==> config.mk <==
export PLATFORM = sky130hd
export DESIGN_NAME = txn_padder
export DESIGN_NICKNAME = d
export VERILOG_FILES = /design/src/rtl/padder_pkg.sv /design/src/rtl/padder_len_calc.sv /design/src/rtl/padder_ctrl.sv /design/src/rtl/padder_beat_mux.sv /design/src/rtl/txn_padder.sv
export SDC_FILE = /design/constraint.sdc
export NUM_CORES = 1
export LEC_CHECK = 0
export BUFFER_PORTS_ARGS = -buffer_cell sky130_fd_sc_hd__buf_2
export CORE_MARGIN = 2
export CORE_UTILIZATION = 40
export DETAILED_ROUTE_END_ITERATION = 8
export PLACE_DENSITY_LB_ADDON = 0.05
export SYNTH_ARGS = -nofsm -noshare
export SYNTH_HDL_FRONTEND = slang
export SYNTH_SLANG_ARGS = --single-unit
==> constraint.sdc <==
create_clock -name clk -period 2.6 [get_ports clk]
set_input_delay 0.52 -clock clk [delete_from_list [all_inputs] [get_ports clk]]
set_output_delay 0.52 -clock clk [all_outputs]
set_load 0.01 [all_outputs]
==> src/rtl/padder_pkg.sv <==
package padder_pkg;

    typedef enum logic [1:0] {
        ST_IDLE = 2'd0,
        ST_HDR  = 2'd1,
        ST_DATA = 2'd2,
        ST_PAD  = 2'd3
    } pad_state_e;

    // Round a beat count up to a whole number of pad blocks.
    function automatic int unsigned round_up_beats(int unsigned beats, int unsigned per_block);
        return ((beats + per_block - 1) / per_block) * per_block;
    endfunction

endpackage

==> src/rtl/padder_len_calc.sv <==
module padder_len_calc #(
    parameter int LEN_W      = 8,
    parameter int BPP        = 2,
    parameter int BEAT_BYTES = 8,
    parameter int PADW       = 5
) (
    input  logic [LEN_W-1:0] in_len,
    output logic [LEN_W-1:0] out_len,
    output logic [PADW-1:0]  pad_bytes
);
    import padder_pkg::*;

    logic [LEN_W:0] beats;
    int unsigned    total;
    int unsigned    extra;

    always_comb begin
        beats     = {1'b0, in_len} + 1'b1;
        total     = round_up_beats(32'(beats), BPP);
        extra     = total - 32'(beats);
        out_len   = LEN_W'(total - 1);
        pad_bytes = PADW'(extra * BEAT_BYTES);
    end
endmodule

==> src/rtl/padder_ctrl.sv <==
module padder_ctrl #(
    parameter int LEN_W = 8
) (
    input  logic                   clk,
    input  logic                   rst,
    input  logic                   in_hdr_fire,
    input  logic                   out_hdr_fire,
    input  logic                   beat_fire,
    input  logic [LEN_W-1:0]       in_len,
    input  logic [LEN_W-1:0]       out_len,
    output padder_pkg::pad_state_e state
);
    import padder_pkg::*;

    logic [LEN_W-1:0] beat_cnt;

    always_ff @(posedge clk) begin
        if (rst) begin
            state    <= ST_IDLE;
            beat_cnt <= '0;
        end else begin
            case (state)
                ST_IDLE: begin
                    beat_cnt <= '0;
                    if (in_hdr_fire) state <= ST_HDR;
                end
                ST_HDR: begin
                    if (out_hdr_fire) state <= ST_DATA;
                end
                ST_DATA: begin
                    if (beat_fire) begin
                        if (beat_cnt == in_len) begin
                            if (in_len == out_len) begin
                                state <= ST_IDLE;
                            end else begin
                                state    <= ST_PAD;
                                beat_cnt <= beat_cnt + 1'b1;
                            end
                        end else begin
                            beat_cnt <= beat_cnt + 1'b1;
                        end
                    end
                end
                ST_PAD: begin
                    if (beat_fire) begin
                        if (beat_cnt == out_len) state <= ST_IDLE;
                        else                      beat_cnt <= beat_cnt + 1'b1;
                    end
                end
                default: state <= ST_IDLE;
            endcase
        end
    end
endmodule

==> src/rtl/padder_beat_mux.sv <==
module padder_beat_mux #(
    parameter int DATA_W = 64,
    parameter int ID_W   = 4
) (
    input  padder_pkg::pad_state_e state,
    input  logic [ID_W-1:0]        cur_id,
    input  logic                   in_dat_valid,
    input  logic [DATA_W-1:0]      in_dat_data,
    input  logic [ID_W-1:0]        in_dat_id,
    input  logic                   out_dat_ready,
    output logic                   in_dat_ready,
    output logic                   out_dat_valid,
    output logic [DATA_W-1:0]      out_dat_data,
    output logic [ID_W-1:0]        out_dat_id
);
    import padder_pkg::*;

    always_comb begin
        in_dat_ready  = 1'b0;
        out_dat_valid = 1'b0;
        out_dat_data  = '0;
        out_dat_id    = cur_id;
        case (state)
            ST_DATA: begin
                out_dat_valid = in_dat_valid;
                out_dat_data  = in_dat_data;
                out_dat_id    = in_dat_id;
                in_dat_ready  = out_dat_ready;
            end
            ST_PAD: begin
                out_dat_valid = 1'b1;
            end
            default: ;
        endcase
    end
endmodule

==> src/rtl/txn_padder.sv <==
module txn_padder #(
    parameter int DATA_W    = 64,
    parameter int ID_W      = 4,
    parameter int LEN_W     = 8,
    parameter int META_W    = 16,
    parameter int PAD_BYTES = 16
) (
    input  logic                           clk,
    input  logic                           rst,
    input  logic                           in_hdr_valid,
    output logic                           in_hdr_ready,
    input  logic [ID_W-1:0]                in_hdr_id,
    input  logic [LEN_W-1:0]               in_hdr_len,
    input  logic [META_W-1:0]              in_hdr_meta,
    input  logic                           in_dat_valid,
    output logic                           in_dat_ready,
    input  logic [DATA_W-1:0]              in_dat_data,
    input  logic [ID_W-1:0]                in_dat_id,
    output logic                           out_hdr_valid,
    input  logic                           out_hdr_ready,
    output logic [ID_W-1:0]                out_hdr_id,
    output logic [LEN_W-1:0]               out_hdr_len,
    output logic [META_W-1:0]              out_hdr_meta,
    output logic [$clog2(PAD_BYTES+1)-1:0] out_hdr_padcnt,
    output logic                           out_dat_valid,
    input  logic                           out_dat_ready,
    output logic [DATA_W-1:0]              out_dat_data,
    output logic [ID_W-1:0]                out_dat_id
);
    import padder_pkg::*;

    localparam int BEAT_BYTES = DATA_W / 8;
    localparam int BPP        = (PAD_BYTES >= BEAT_BYTES) ? PAD_BYTES / BEAT_BYTES : 1;
    localparam int PADW       = $clog2(PAD_BYTES + 1);

    typedef struct packed {
        logic [ID_W-1:0]   id;
        logic [META_W-1:0] meta;
        logic [LEN_W-1:0]  in_len;
        logic [LEN_W-1:0]  out_len;
        logic [PADW-1:0]   padcnt;
    } open_hdr_t;

    pad_state_e       state;
    open_hdr_t        hdr_q;
    logic [LEN_W-1:0] calc_len;
    logic [PADW-1:0]  calc_pad;
    logic             in_hdr_fire;
    logic             out_hdr_fire;
    logic             beat_fire;

    assign in_hdr_ready = (state == ST_IDLE);
    assign in_hdr_fire  = in_hdr_valid && in_hdr_ready;
    assign out_hdr_valid = (state == ST_HDR);
    assign out_hdr_fire = out_hdr_valid && out_hdr_ready;
    assign beat_fire    = out_dat_valid && out_dat_ready;

    padder_len_calc #(
        .LEN_W(LEN_W), .BPP(BPP), .BEAT_BYTES(BEAT_BYTES), .PADW(PADW)
    ) u_len (
        .in_len   (in_hdr_len),
        .out_len  (calc_len),
        .pad_bytes(calc_pad)
    );

    always_ff @(posedge clk) begin
        if (rst) begin
            hdr_q <= '0;
        end else if (in_hdr_fire) begin
            hdr_q.id      <= in_hdr_id;
            hdr_q.meta    <= in_hdr_meta;
            hdr_q.in_len  <= in_hdr_len;
            hdr_q.out_len <= calc_len;
            hdr_q.padcnt  <= calc_pad;
        end
    end

    padder_ctrl #(.LEN_W(LEN_W)) u_ctrl (
        .clk         (clk),
        .rst         (rst),
        .in_hdr_fire (in_hdr_fire),
        .out_hdr_fire(out_hdr_fire),
        .beat_fire   (beat_fire),
        .in_len      (hdr_q.in_len),
        .out_len     (hdr_q.out_len),
        .state       (state)
    );

    padder_beat_mux #(.DATA_W(DATA_W), .ID_W(ID_W)) u_mux (
        .state        (state),
        .cur_id       (hdr_q.id),
        .in_dat_valid (in_dat_valid),
        .in_dat_data  (in_dat_data),
        .in_dat_id    (in_dat_id),
        .out_dat_ready(out_dat_ready),
        .in_dat_ready (in_dat_ready),
        .out_dat_valid(out_dat_valid),
        .out_dat_data (out_dat_data),
        .out_dat_id   (out_dat_id)
    );

    assign out_hdr_id     = hdr_q.id;
    assign out_hdr_len    = hdr_q.out_len;
    assign out_hdr_meta   = hdr_q.meta;
    assign out_hdr_padcnt = hdr_q.padcnt;
endmodule

==> results.txt, run 1 <==
----------------------------------------------------
[Final layout]
  Area growth from synthesis to final layout ... 31.5%
  Final standard cell count with taps included and fillers excluded ... 721
  Layout filler cell count ... 817
  Number of diodes added for antenna fixing ... 0
  Fraction of final layout cells sized beyond drive strength 1 ... 38.8%
  Net count of the finished layout ... 721

[Timing]
  Highest clock rate ... 433 MHz
  RSZ-0062 raised after global routing ... no
  Final hold vios ... 0
  Final-report max-slew violation count ... 0
  Transition time of the tightest slew-check pin ... 0.607 ns
  Fin crit share ... 88.7%
  Number of failing setup endpoints in the final timing report ... 0
  Clk_skew ... 0.0107 ns
  Max transition margin ... 58.5%
  Shortest clock period the worst path allows after layout ... 2.31 ns
  Worst hold-check slack ... 0.440 ns

[Worst setup path]
  Worst Reg2Reg Path Length in Cells ... 6
  Critical path launch point ... in_hdr_len[0]
  Arrival time at the worst endpoint ... 2.52 ns
  Crit path buf inv count ... 2
  End of the worst register-to-register path ... u_ctrl.beat_cnt[4]
  Gate family responsible for the most delay along the worst path ... compound AO/OA/AOI/OAI gates
  Crit path max fanout ... 8
  Classification of the worst setup path ... input pin to flip-flop
  Worst stage delay on the critical path ... 0.43 ns
  Register-to-Register Setup Slack ... 0.56 ns
  Cells along the critical path ... buf_2 -> inv_1 -> ha_1 -> nor2_1 -> a221o_1 -> a31oi_2 -> a2111o_1 -> a211o_1 -> a311oi_2
  Endpoint of the worst setup timing path ... out_hdr_len[6]
  Depth of the critical timing path with buffers and inverters included ... 9
  Data required time at the worst endpoint ... 2.81 ns
  Type of origin of the critical path ... input pin
  Kind of capture point of the worst setup path ... flip-flop
  Worst-path cell with the longest stage delay ... sky130_fd_sc_hd__a2111o_1
  R2R Path Start ... u_ctrl.state[0]

[Die]
  Initial core utilization ... 41.2%
  Top Ports ... 207
  Horiz. Die Dim ... 95.8 um
  Total number of placement rows ... 33
  Die footprint ... 0.00918 mm^2
  Core box area ... 0.00818 mm^2
  Die extent in y ... 95.8 um

[Min path]
  Class of the tightest hold or removal check ... input pin to flip-flop

[Synthesis]
  Synthesized instance count ... 449
  Number of enable flip-flop cells after synthesis ... 0
  Synth Register Bits ... 48
  Async set-reset flop share out of synthesis ... 0%
  Predominant post-synthesis flop cell ... sky130_fd_sc_hd__dfxtp_1
  Count of synthesis-stage warnings from yosys ... 0
  Fraction of the yosys area taken by sequential cells ... 28.5%
  Share of Yosys cell area claimed by the top area cell type ... 28.5%
  Cell types with the highest counts after synthesis ... 71 x sky130_fd_sc_hd__and2_1, 70 x sky130_fd_sc_hd__nand2_1, 48 x sky130_fd_sc_hd__dfxtp_1
  Library cell with the largest summed area after synthesis ... sky130_fd_sc_hd__dfxtp_1
  Number of unique standard cell types used by synthesis ... 53
  Library cell with the highest instance count after synthesis ... sky130_fd_sc_hd__and2_1
  Post-synthesis area per instance ... 7.51 um^2
  Post-synthesis instance area ... 0.00337 mm^2
  Leading post-synthesis cells by cell area ... sky130_fd_sc_hd__dfxtp_1 28%, sky130_fd_sc_hd__and2_1 13%, sky130_fd_sc_hd__xnor2_1 8.3%

[Pwr]
  Pwr Density ... 517 mW/mm^2
  Pleak ... 0.00219 uW
  Worst voltage drop across the vdd grid ... 0.415 mV

[GRT]
  First-pass GRT wire length ... 14,300 um
  Number of global-route vias before repair ... 2,981
  Overflow left after global routing ... 0
  Initial antenna violation count ... 0
  Pin count of the biggest net entering global routing ... 53
  Total routing usage reported by global routing ... 19.7%

[Clock network]
  Clock Sinks ... 48
  Buffer count from post-CTS setup fixing ... 0
  CTS clock-pin slew for the worst setup and hold paths ... 0.10 ns
  Clock latency on the worst-skew pair ... 0.30 ns
  Number of CTS-inserted buffers ... 5
  Cts hold-fix bufs ... 0
  Maximum buffer depth of the clock tree ... 2
  H-tree depth reported by CTS ... 2
  CTS Root Cell ... sky130_fd_sc_hd__clkbuf_8
  TritonCTS clock tree ... yes
  Number of instances resized during post-cts repair ... 0

[Drt]
  Aggregate routed wire length ... 9560 um
  Iteration-0 DRC count of the detailed router ... 145
  Final ANT Viol Nets ... 0
  Total via count in the routed design ... 3,450
  1st-pass router iterations ... 4
  Average vias per placed instance ... 4.79
  Per-cell routed wire length ... 13.3 um
  DRC violations left ... 0

[Flow run]
  Max capacitance violation total ... 0

[Status]
  Outcome ... finished clean

[Placement]
  Routability congestion estimate from global placement ... 0.843
  HPWL after DPL ... 7740 um
  Port Buffer Count ... 203
  Instance count after placement with tap cells included ... 713

----------------------------------------------------
-- flip-flops by register name, indices dropped and copies added, names as in the netlist --
name / cells
hdr_q: 8
out_hdr_id: 4
out_hdr_len: 8
out_hdr_meta: 16
out_hdr_padcnt: 2
u_ctrl.beat_cnt: 8
u_ctrl.state: 2
-- worst min-delay path, delay by kind of cell --
family / cells / cell delay, ns
buffers and inverters: 1 / 0.09
AOI/OAI and AO/OA: 1 / 0.05
and+or+nand+nor: 1 / 0.04
-- area by class of cell --
class                   count  area [um^2]  share of cell area [%]
clock buffers               5         68.8                    1.55
clock inverters             3         68.8                    1.55
well taps                 105          131                    2.96
inverters                  11         41.3                   0.931
multi-input cells         330         2010                    45.4
repair buffers            219         1150                    25.9
flip-flops and latches     48          961                    21.7
-- where the power goes --
group          switching, uW  internal (uW)  total (uW)
registers               60.5            794         854
clock network            262            387         650
logic                    422            367         790
total                    745           1550        2290
-- through the flow --
step / setup TNS [ns] / setup WS, ns / area [um^2] / power, uW / util, %
after global placement: 0 / 0.0630 / 4300 / 1660 / 52.5
after global routing: 0 / 0.206 / 4430 / 2440 / 54.2
after floorplan: 0 / 0.193 / 3380 / 1390 / -
final: 0 / 0.293 / 4430 / 2290 / 54.2
after detailed placement: -0.00707 / -0.00707 / 4300 / 1670 / 52.5
after CTS: 0 / 0.298 / 4430 / 2330 / 54.2
-- layout by cell type (no fill, tap or decap), types with 4 or more instances in the layout --
master | Yosys | layout
sky130_fd_sc_hd__inv_1 | 10 | 10
sky130_fd_sc_hd__dfxtp_1 | 48 | 48
sky130_fd_sc_hd__nand4_1 | 7 | 7
sky130_fd_sc_hd__a211oi_1 | 4 | 4
sky130_fd_sc_hd__xor2_1 | 6 | 6
sky130_fd_sc_hd__nor4_1 | 5 | 5
sky130_fd_sc_hd__a21oi_1 | 36 | 36
sky130_fd_sc_hd__nand2b_1 | 4 | 4
sky130_fd_sc_hd__nor2_1 | 19 | 19
sky130_fd_sc_hd__buf_4 | 34 | 15
sky130_fd_sc_hd__nand2_1 | 70 | 70
sky130_fd_sc_hd__and2_1 | 71 | 71
sky130_fd_sc_hd__nor3_1 | 6 | 6
sky130_fd_sc_hd__clkbuf_8 | 0 | 5
sky130_fd_sc_hd__buf_2 | 3 | 203
sky130_fd_sc_hd__mux2_2 | 4 | 4
sky130_fd_sc_hd__ha_1 | 4 | 4
sky130_fd_sc_hd__nand3_1 | 11 | 11
sky130_fd_sc_hd__xnor2_1 | 32 | 32
sky130_fd_sc_hd__o21ai_0 | 6 | 6
-- routing by layer --
| layer | global-route usage (%) | part of all wire (%) | vias to the layer above |
|---|---|---|---|
| li1 | - | - | 1785 |
| met1 | 23.5 | 43 | 1555 |
| met2 | 36.8 | 50 | 103 |
| met3 | 3.68 | 6.4 | 7 |
| met4 | 3.57 | 0.65 | 0 |
| met5 | 0 | 0 | - |
-- worst min-delay path by stage --
stage                                from         endpoint  slack (ns)  cells after the start
after CTS                  in_hdr_meta[1]  out_hdr_meta[1]        0.42                      3
final                      in_hdr_meta[4]  out_hdr_meta[4]        0.44                      3
after global placement    out_hdr_meta[8]  out_hdr_meta[8]        0.44                      2
after detailed placement  out_hdr_meta[6]  out_hdr_meta[6]        0.45                      2
after global routing       in_hdr_meta[1]  out_hdr_meta[1]        0.42                      3
after floorplan           out_hdr_meta[0]  out_hdr_meta[0]        0.44                      2
-- kinds of logic after synthesis --
family          synth area share [%]
other cells                    0.111
xor+xnor                        10.5
buf+inv                         12.2
simple gates                    31.8
fa+ha+maj                       1.48
mux                             2.23
compound gates                  13.1
flops                           28.5
Power figures use the tool's default switching activity.
==> run 2, diff against run 1 <==
--- a/config.mk
+++ b/config.mk
@@ -7,7 +7,7 @@
 export LEC_CHECK = 0
 export BUFFER_PORTS_ARGS = -buffer_cell sky130_fd_sc_hd__buf_2
 export CORE_MARGIN = 2
-export CORE_UTILIZATION = 40
+export CORE_UTILIZATION = 34
 export DETAILED_ROUTE_END_ITERATION = 8
 export PLACE_DENSITY_LB_ADDON = 0.05
 export SYNTH_ARGS = -nofsm -noshare
==> results.txt, run 2 (synthesized netlist as in run 1, its figures left out) <==
----------------------------------------------------
[Die]
  Horiz. Die Dim ... 104 um (was 95.8 um)
  Total number of placement rows ... 36 (was 33)
  Core box area ... 0.00968 mm^2 (was 0.00818 mm^2)
  Die extent in y ... 104 um (was 95.8 um)
  Die footprint ... 0.0107 mm^2 (was 0.00918 mm^2)
  Initial core utilization ... 34.8% (was 41.2%)
  Top Ports ... 207 (unchanged)

[Final layout]
  Layout filler cell count ... 1,013 (was 817)
  Net count of the finished layout ... 721 (unchanged)
  Top library cells by usage in the layout, fill and taps aside ... 203 x sky130_fd_sc_hd__buf_2, 71 x sky130_fd_sc_hd__and2_1, 70 x sky130_fd_sc_hd__nand2_1, 48 x sky130_fd_sc_hd__dfxtp_1, 36 x sky130_fd_sc_hd__a21oi_1 (unchanged)
  Area growth from synthesis to final layout ... 32.5% (was 31.5%)
  Largest register FFs ... 16 (unchanged)
  Fraction of final layout cells sized beyond drive strength 1 ... 38.8% (unchanged)
  Post-layout utilization of the core ... 46.1% (was 54.2%)
  Number of diodes added for antenna fixing ... 0 (unchanged)
  Most common cell after layout, fill and taps aside ... sky130_fd_sc_hd__buf_2 (unchanged)

[Worst setup path]
  Kind of capture point of the worst setup path ... output pin (was flip-flop)
  Classification of the worst setup path ... flip-flop to output pin (was input pin to flip-flop)
  Crit path max fanout ... 40 (was 8)
  Arrival time at the worst endpoint ... 1.83 ns (was 2.52 ns)
  Worst Reg2Reg Path Length in Cells ... 6 (unchanged)
  Data required time at the worst endpoint ... 2.08 ns (was 2.81 ns)
  Type of origin of the critical path ... flip-flop (was input pin)

[Drt]
  Final ANT Viol Nets ... 0 (unchanged)
  Highest layer used for signal routing ... met4 (unchanged)
  Met2 wire length ... 4600 um (was 4790 um)
  Total via count in the routed design ... 3,458 (was 3,450)
  Routed length on met3 ... 628 um (was 613 um)
  DRC violations left ... 0 (unchanged)
  Sum of routed wire segments on met1 ... 4320 um (was 4090 um)
  Aggregate routed wire length ... 9720 um (was 9560 um)
  Per-cell routed wire length ... 13.0 um (was 13.3 um)
  1st-pass router iterations ... 5 (was 4)
  Average vias per placed instance ... 4.62 (was 4.79)
  Iteration-0 DRC count of the detailed router ... 191 (was 145)

[Timing]
  Setup TNS after final layout ... 0 ns (unchanged)
  Shortest clock period the worst path allows after layout ... 2.35 ns (was 2.31 ns)
  Clk_skew ... 0.0120 ns (was 0.0107 ns)
  Max transition margin ... 58.0% (was 58.5%)
  Highest clock rate ... 425 MHz (was 433 MHz)
  RSZ-0062 raised after global routing ... no (unchanged)
  Final-report max-slew violation count ... 0 (unchanged)
  Number of failing setup endpoints in the final timing report ... 0 (unchanged)
  Fin crit share ... 90.5% (was 88.7%)
  Transition time of the tightest slew-check pin ... 0.615 ns (was 0.607 ns)
  Final hold vios ... 0 (unchanged)

[Clock network]
  Cts hold-fix bufs ... 0 (unchanged)
  CTS clock-pin slew for the worst setup and hold paths ... 0.10 ns (about the same)
  Buffer count from post-CTS setup fixing ... 0 (unchanged)
  Clock latency on the worst-skew pair ... 0.30 ns (about the same)
  CTS Root Cell ... sky130_fd_sc_hd__clkbuf_8 (unchanged)
  TritonCTS clock tree ... yes (unchanged)
  Number of instances resized during post-cts repair ... 0 (unchanged)
  Number of CTS-inserted buffers ... 5 (unchanged)
  H-tree depth reported by CTS ... 2 (unchanged)
  Maximum buffer depth of the clock tree ... 2 (unchanged)
  Clock Sinks ... 48 (unchanged)

[Pwr]
  Total Power Consumption ... 2300 uW (was 2290 uW)
  Pleak ... 0.00219 uW (about the same)
  Pwr Density ... 515 mW/mm^2 (was 517 mW/mm^2)
  Worst voltage drop across the vdd grid ... 0.308 mV (was 0.415 mV)

[GRT]
  Initial antenna violation count ... 0 (unchanged)
  Total routing usage reported by global routing ... 17.2% (was 19.7%)
  Pin count of the biggest net entering global routing ... 41 (was 53)
  Overflow left after global routing ... 0 (unchanged)
  Number of global-route vias before repair ... 3,173 (was 2,981)
  First-pass GRT wire length ... 15,600 um (was 14,300 um)

[Min path]
  Class of the tightest hold or removal check ... input pin to flip-flop (unchanged)
  Cells on Worst Hold Path ... 3 (unchanged)

[Flow run]
  Max capacitance violation total ... 0 (unchanged)

[Placement]
  Routability congestion estimate from global placement ... 0.842 (was 0.843)
  Port Buffer Count ... 203 (unchanged)
  HPWL after DPL ... 7730 um (was 7740 um)

[Status]
  Outcome ... finished clean (unchanged)

----------------------------------------------------
run 2: cell type report:
cell class              count  area, um^2  share of cell area [%]
clock buffers               5        68.8                    1.54
repair buffers            219        1150                    25.7
clock inverters             3        68.8                    1.54
multi-input cells         330        2010                    45.1
well taps                 133         166                    3.72
inverters                  11        41.3                   0.924
flip-flops and latches     48         961                    21.5
run 2: routing by layer:
layer  vias up  GRT usage, %
met5         -             0
met4         0          4.83
met3        16          4.28
met2       121          29.5
met1      1546          21.6
li1       1775             -
run 2: worst paths after layout:
check / startpoint / to / slack [ns]
setup reg to reg: u_ctrl.state[0] / u_ctrl.beat_cnt[5] / 0.55
hold / removal: in_hdr_meta[10] / out_hdr_meta[10] / 0.44
setup / recovery: u_ctrl.state[1] / out_dat_data[51] / 0.25
hold reg to reg: out_hdr_meta[10] / out_hdr_meta[10] / 0.46
run 2: where the power goes:
part           internal (uW)  switching (uW)
Combinational            366             421
Clock                    387             272
Sequential               794            61.7
run 2: through the flow:
stage / hold WS [ns] / cells / cell area [um^2] / setup WS (ns)
2_1_floorplan: 0.437 / 451 / 3380 / 0.193
3_3_place_gp: 0.440 / 741 / 4330 / 0.106
3_5_place_dp: 0.447 / 741 / 4330 / 0.0670
4_1_cts: 0.428 / 749 / 4470 / 0.254
5_1_grt: 0.427 / 749 / 4470 / 0.0743
6_report: 0.435 / 749 / 4470 / 0.246
run 2: critical path, stage by stage (launching register included):
cell and delay (ns):
sky130_fd_sc_hd__dfxtp_1 0.45, sky130_fd_sc_hd__nor2b_4 0.54, sky130_fd_sc_hd__buf_12 0.23, sky130_fd_sc_hd__and2_1 0.17, sky130_fd_sc_hd__buf_2 0.14
==> run 3, diff against run 2 <==
==> constraint.sdc (replaced) <==
create_clock -name clk -period 2.9 [get_ports clk]
set_input_delay 0.58 -clock clk [delete_from_list [all_inputs] [get_ports clk]]
set_output_delay 0.58 -clock clk [all_outputs]
set_load 0.01 [all_outputs]
==> results.txt, run 3 (synthesized netlist as in run 1, its figures left out) <==
----------------------------------------------------
[Final layout]
  Area growth from synthesis to final layout ... 31.2% (was 32.5%)
  Most common cell after layout, fill and taps aside ... sky130_fd_sc_hd__buf_2 (unchanged)
  Net count of the finished layout ... 715 (was 721)
  Fraction of final layout cells sized beyond drive strength 1 ... 38.2% (was 38.8%)
  Register area ... 961 um^2 (unchanged)
  Final standard cell count with taps included and fillers excluded ... 743 (was 749)
  Area taken by multi-input logic gates ... 0.00201 mm^2 (unchanged)
  Largest register FFs ... 16 (unchanged)
  Layout filler cell count ... 1,012 (was 1,013)
  Number of diodes added for antenna fixing ... 0 (unchanged)
  Top library cells by usage in the layout, fill and taps aside ... 203 x sky130_fd_sc_hd__buf_2, 71 x sky130_fd_sc_hd__and2_1, 70 x sky130_fd_sc_hd__nand2_1, 48 x sky130_fd_sc_hd__dfxtp_1, 36 x sky130_fd_sc_hd__a21oi_1 (unchanged)

[Drt]
  Aggregate routed wire length ... 9960 um (was 9720 um)
  Final ANT Viol Nets ... 0 (unchanged)
  Total via count in the routed design ... 3,524 (was 3,458)
  Highest layer used for signal routing ... met4 (unchanged)
  Iteration-0 DRC count of the detailed router ... 231 (was 191)
  Average vias per placed instance ... 4.74 (was 4.62)
  Sum of routed wire segments on met1 ... 4380 um (was 4320 um)
  Per-cell routed wire length ... 13.4 um (was 13.0 um)
  DRC violations left ... 0 (unchanged)
  1st-pass router iterations ... 4 (was 5)
  Met2 wire length ... 4790 um (was 4600 um)
  Routed length on met3 ... 639 um (was 628 um)

[Worst setup path]
  Register-to-Register Setup Slack ... 0.88 ns (was 0.55 ns)
  Critical path launch point ... u_ctrl.state[1] (unchanged)
  Worst stage delay on the critical path ... 0.55 ns (was 0.54 ns)
  Cells along the critical path ... nor2b_4 -> buf_12 -> and2_1 -> buf_2 (unchanged)
  Type of origin of the critical path ... flip-flop (unchanged)
  R2R Path Start ... u_ctrl.state[0] (unchanged)
  Worst-path cell with the longest stage delay ... sky130_fd_sc_hd__nor2b_4 (unchanged)
  Classification of the worst setup path ... flip-flop to output pin (unchanged)
  Worst Reg2Reg Path Length in Cells ... 6 (unchanged)
  End of the worst register-to-register path ... out_hdr_len[4] (was u_ctrl.beat_cnt[5])
  Data required time at the worst endpoint ... 2.32 ns (was 2.08 ns)
  Endpoint of the worst setup timing path ... out_dat_data[44] (was out_dat_data[51])
  Kind of capture point of the worst setup path ... output pin (unchanged)
  Crit path max fanout ... 40 (unchanged)
  Arrival time at the worst endpoint ... 1.83 ns (about the same)

[Flow run]
  Max capacitance violation total ... 0 (unchanged)

[Placement]
  HPWL after DPL ... 7880 um (was 7730 um)
  Port Buffer Count ... 203 (unchanged)
  Instance count after placement with tap cells included ... 735 (was 741)
  Routability congestion estimate from global placement ... 0.839 (was 0.842)

[Timing]
  Clk_skew ... 0.0124 ns (was 0.0120 ns)
  Fin crit share ... 83.3%
  Final hold vios ... 0 (unchanged)
  Transition time of the tightest slew-check pin ... 0.633 ns (was 0.615 ns)
  Highest clock rate ... 414 MHz
  RSZ-0062 raised after global routing ... no (unchanged)
  Max transition margin ... 57.8% (was 58.0%)
  Number of failing setup endpoints in the final timing report ... 0 (unchanged)
  Shortest clock period the worst path allows after layout ... 2.41 ns
  Setup TNS after final layout ... 0 ns (unchanged)
  Final-report max-slew violation count ... 0 (unchanged)

[Clock network]
  Buffer count from post-CTS setup fixing ... 0 (unchanged)
  Clock latency on the worst-skew pair ... 0.31 ns (was 0.30 ns)
  Clock Sinks ... 48 (unchanged)
  Number of CTS-inserted buffers ... 5 (unchanged)
  TritonCTS clock tree ... yes (unchanged)
  CTS Root Cell ... sky130_fd_sc_hd__clkbuf_8 (unchanged)
  CTS clock-pin slew for the worst setup and hold paths ... 0.09 ns (was 0.10 ns)
  Cts hold-fix bufs ... 0 (unchanged)
  Number of instances resized during post-cts repair ... 0 (unchanged)
  H-tree depth reported by CTS ... 2 (unchanged)
  Maximum buffer depth of the clock tree ... 2 (unchanged)

[Pwr]
  Pwr Density ... 466 mW/mm^2 (was 515 mW/mm^2)
  Comb power frac ... 33.9% (was 34.2%)
  Share of power burned in the clock network ... 28.7% (was 28.6%)
  Pleak ... 0.00216 uW (was 0.00219 uW)
  Power dissipated by switching net loads ... 679 uW (was 754 uW)
  Worst voltage drop across the vdd grid ... 0.210 mV (was 0.308 mV)
  Total Power Consumption ... 2060 uW (was 2300 uW)
  Sequential Power Share ... 37.3% (was 37.2%)
  Internal power contribution ... 1380 uW (was 1550 uW)
  Sw frac ... 33.0% (was 32.8%)

[Die]
  Die extent in y ... 104 um (unchanged)
  Top Ports ... 207 (unchanged)
  Total number of placement rows ... 36 (unchanged)
  Die footprint ... 0.0107 mm^2 (unchanged)
  Horiz. Die Dim ... 104 um (unchanged)
  Core box area ... 0.00968 mm^2 (unchanged)
  Initial core utilization ... 34.8% (unchanged)

[GRT]
  Pin count of the biggest net entering global routing ... 41 (unchanged)
  Overflow left after global routing ... 0 (unchanged)
  Number of global-route vias before repair ... 3,228 (was 3,173)
  First-pass GRT wire length ... 16,100 um (was 15,600 um)
  Initial antenna violation count ... 0 (unchanged)
  Total routing usage reported by global routing ... 17.9% (was 17.2%)

[Min path]
  Class of the tightest hold or removal check ... flip-flop to flip-flop (was input pin to flip-flop)

[Status]
  Outcome ... finished clean (unchanged)

----------------------------------------------------
run 3: changes by cell type in the layout (fill, tap and decap cells not counted), sizes merged:
cell,previous run,this run
buf,219,213
run 3: power by group through the flow:
stage | clock network (uW) | logic (uW) | registers (uW)
6_report | 592 | 699 | 769
5_1_grt | 646 | 774 | 779
4_1_cts | 610 | 705 | 770
3_5_place_dp | 0 | 703 | 785
3_3_place_gp | 0 | 698 | 784
2_1_floorplan | 0 | 485 | 764
run 3: per-layer routing:
layer | up-vias | track usage, %
met5 | - | 0
li1 | 1766 | -
met1 | 1620 | 22.1
met3 | 12 | 4.41
met4 | 0 | 4.54
met2 | 126 | 31.0
run 3: how the worst min path moves through the flow:
stage,from,slack (ns),cells after the start,end
after floorplan,out_hdr_meta[0],0.44,2,out_hdr_meta[0]
after global placement,out_hdr_meta[0],0.44,2,out_hdr_meta[0]
after detailed placement,out_hdr_meta[9],0.45,2,out_hdr_meta[9]
after CTS,out_hdr_meta[9],0.46,2,out_hdr_meta[9]
after global routing,out_hdr_meta[2],0.48,2,out_hdr_meta[2]
final,out_hdr_meta[13],0.46,2,out_hdr_meta[13]
run 3: cell type report:
cell class	count	area share (%)
Clock inverter	3	1.56
Timing Repair Buffer	213	25.0
Clock buffer	5	1.56
Tap cell	133	3.76
Inverter	11	0.934
Sequential cell	48	21.7
Multi-Input combinational cell	330	45.5
run 3: through the flow:
stage | worst slack (ns) | cell area (um^2) | hold slack, ns | utilization (%)
after global routing | 0.317 | 4420 | 0.481 | 45.7
final | 0.485 | 4420 | 0.456 | 45.7
after global placement | 0.256 | 4290 | 0.440 | 44.3
after detailed placement | 0.196 | 4290 | 0.446 | 44.3
after floorplan | 0.433 | 3380 | 0.437 | -
after CTS | 0.478 | 4420 | 0.461 | 45.7
run 3: worst max-delay path, delay by kind of cell (launching register included):
| kind | cells | cell delay, ns |
|---|---|---|
| and+or+nand+nor | 2 | 0.71 |
| DFF | 1 | 0.44 |
| buffers and inverters | 2 | 0.37 |
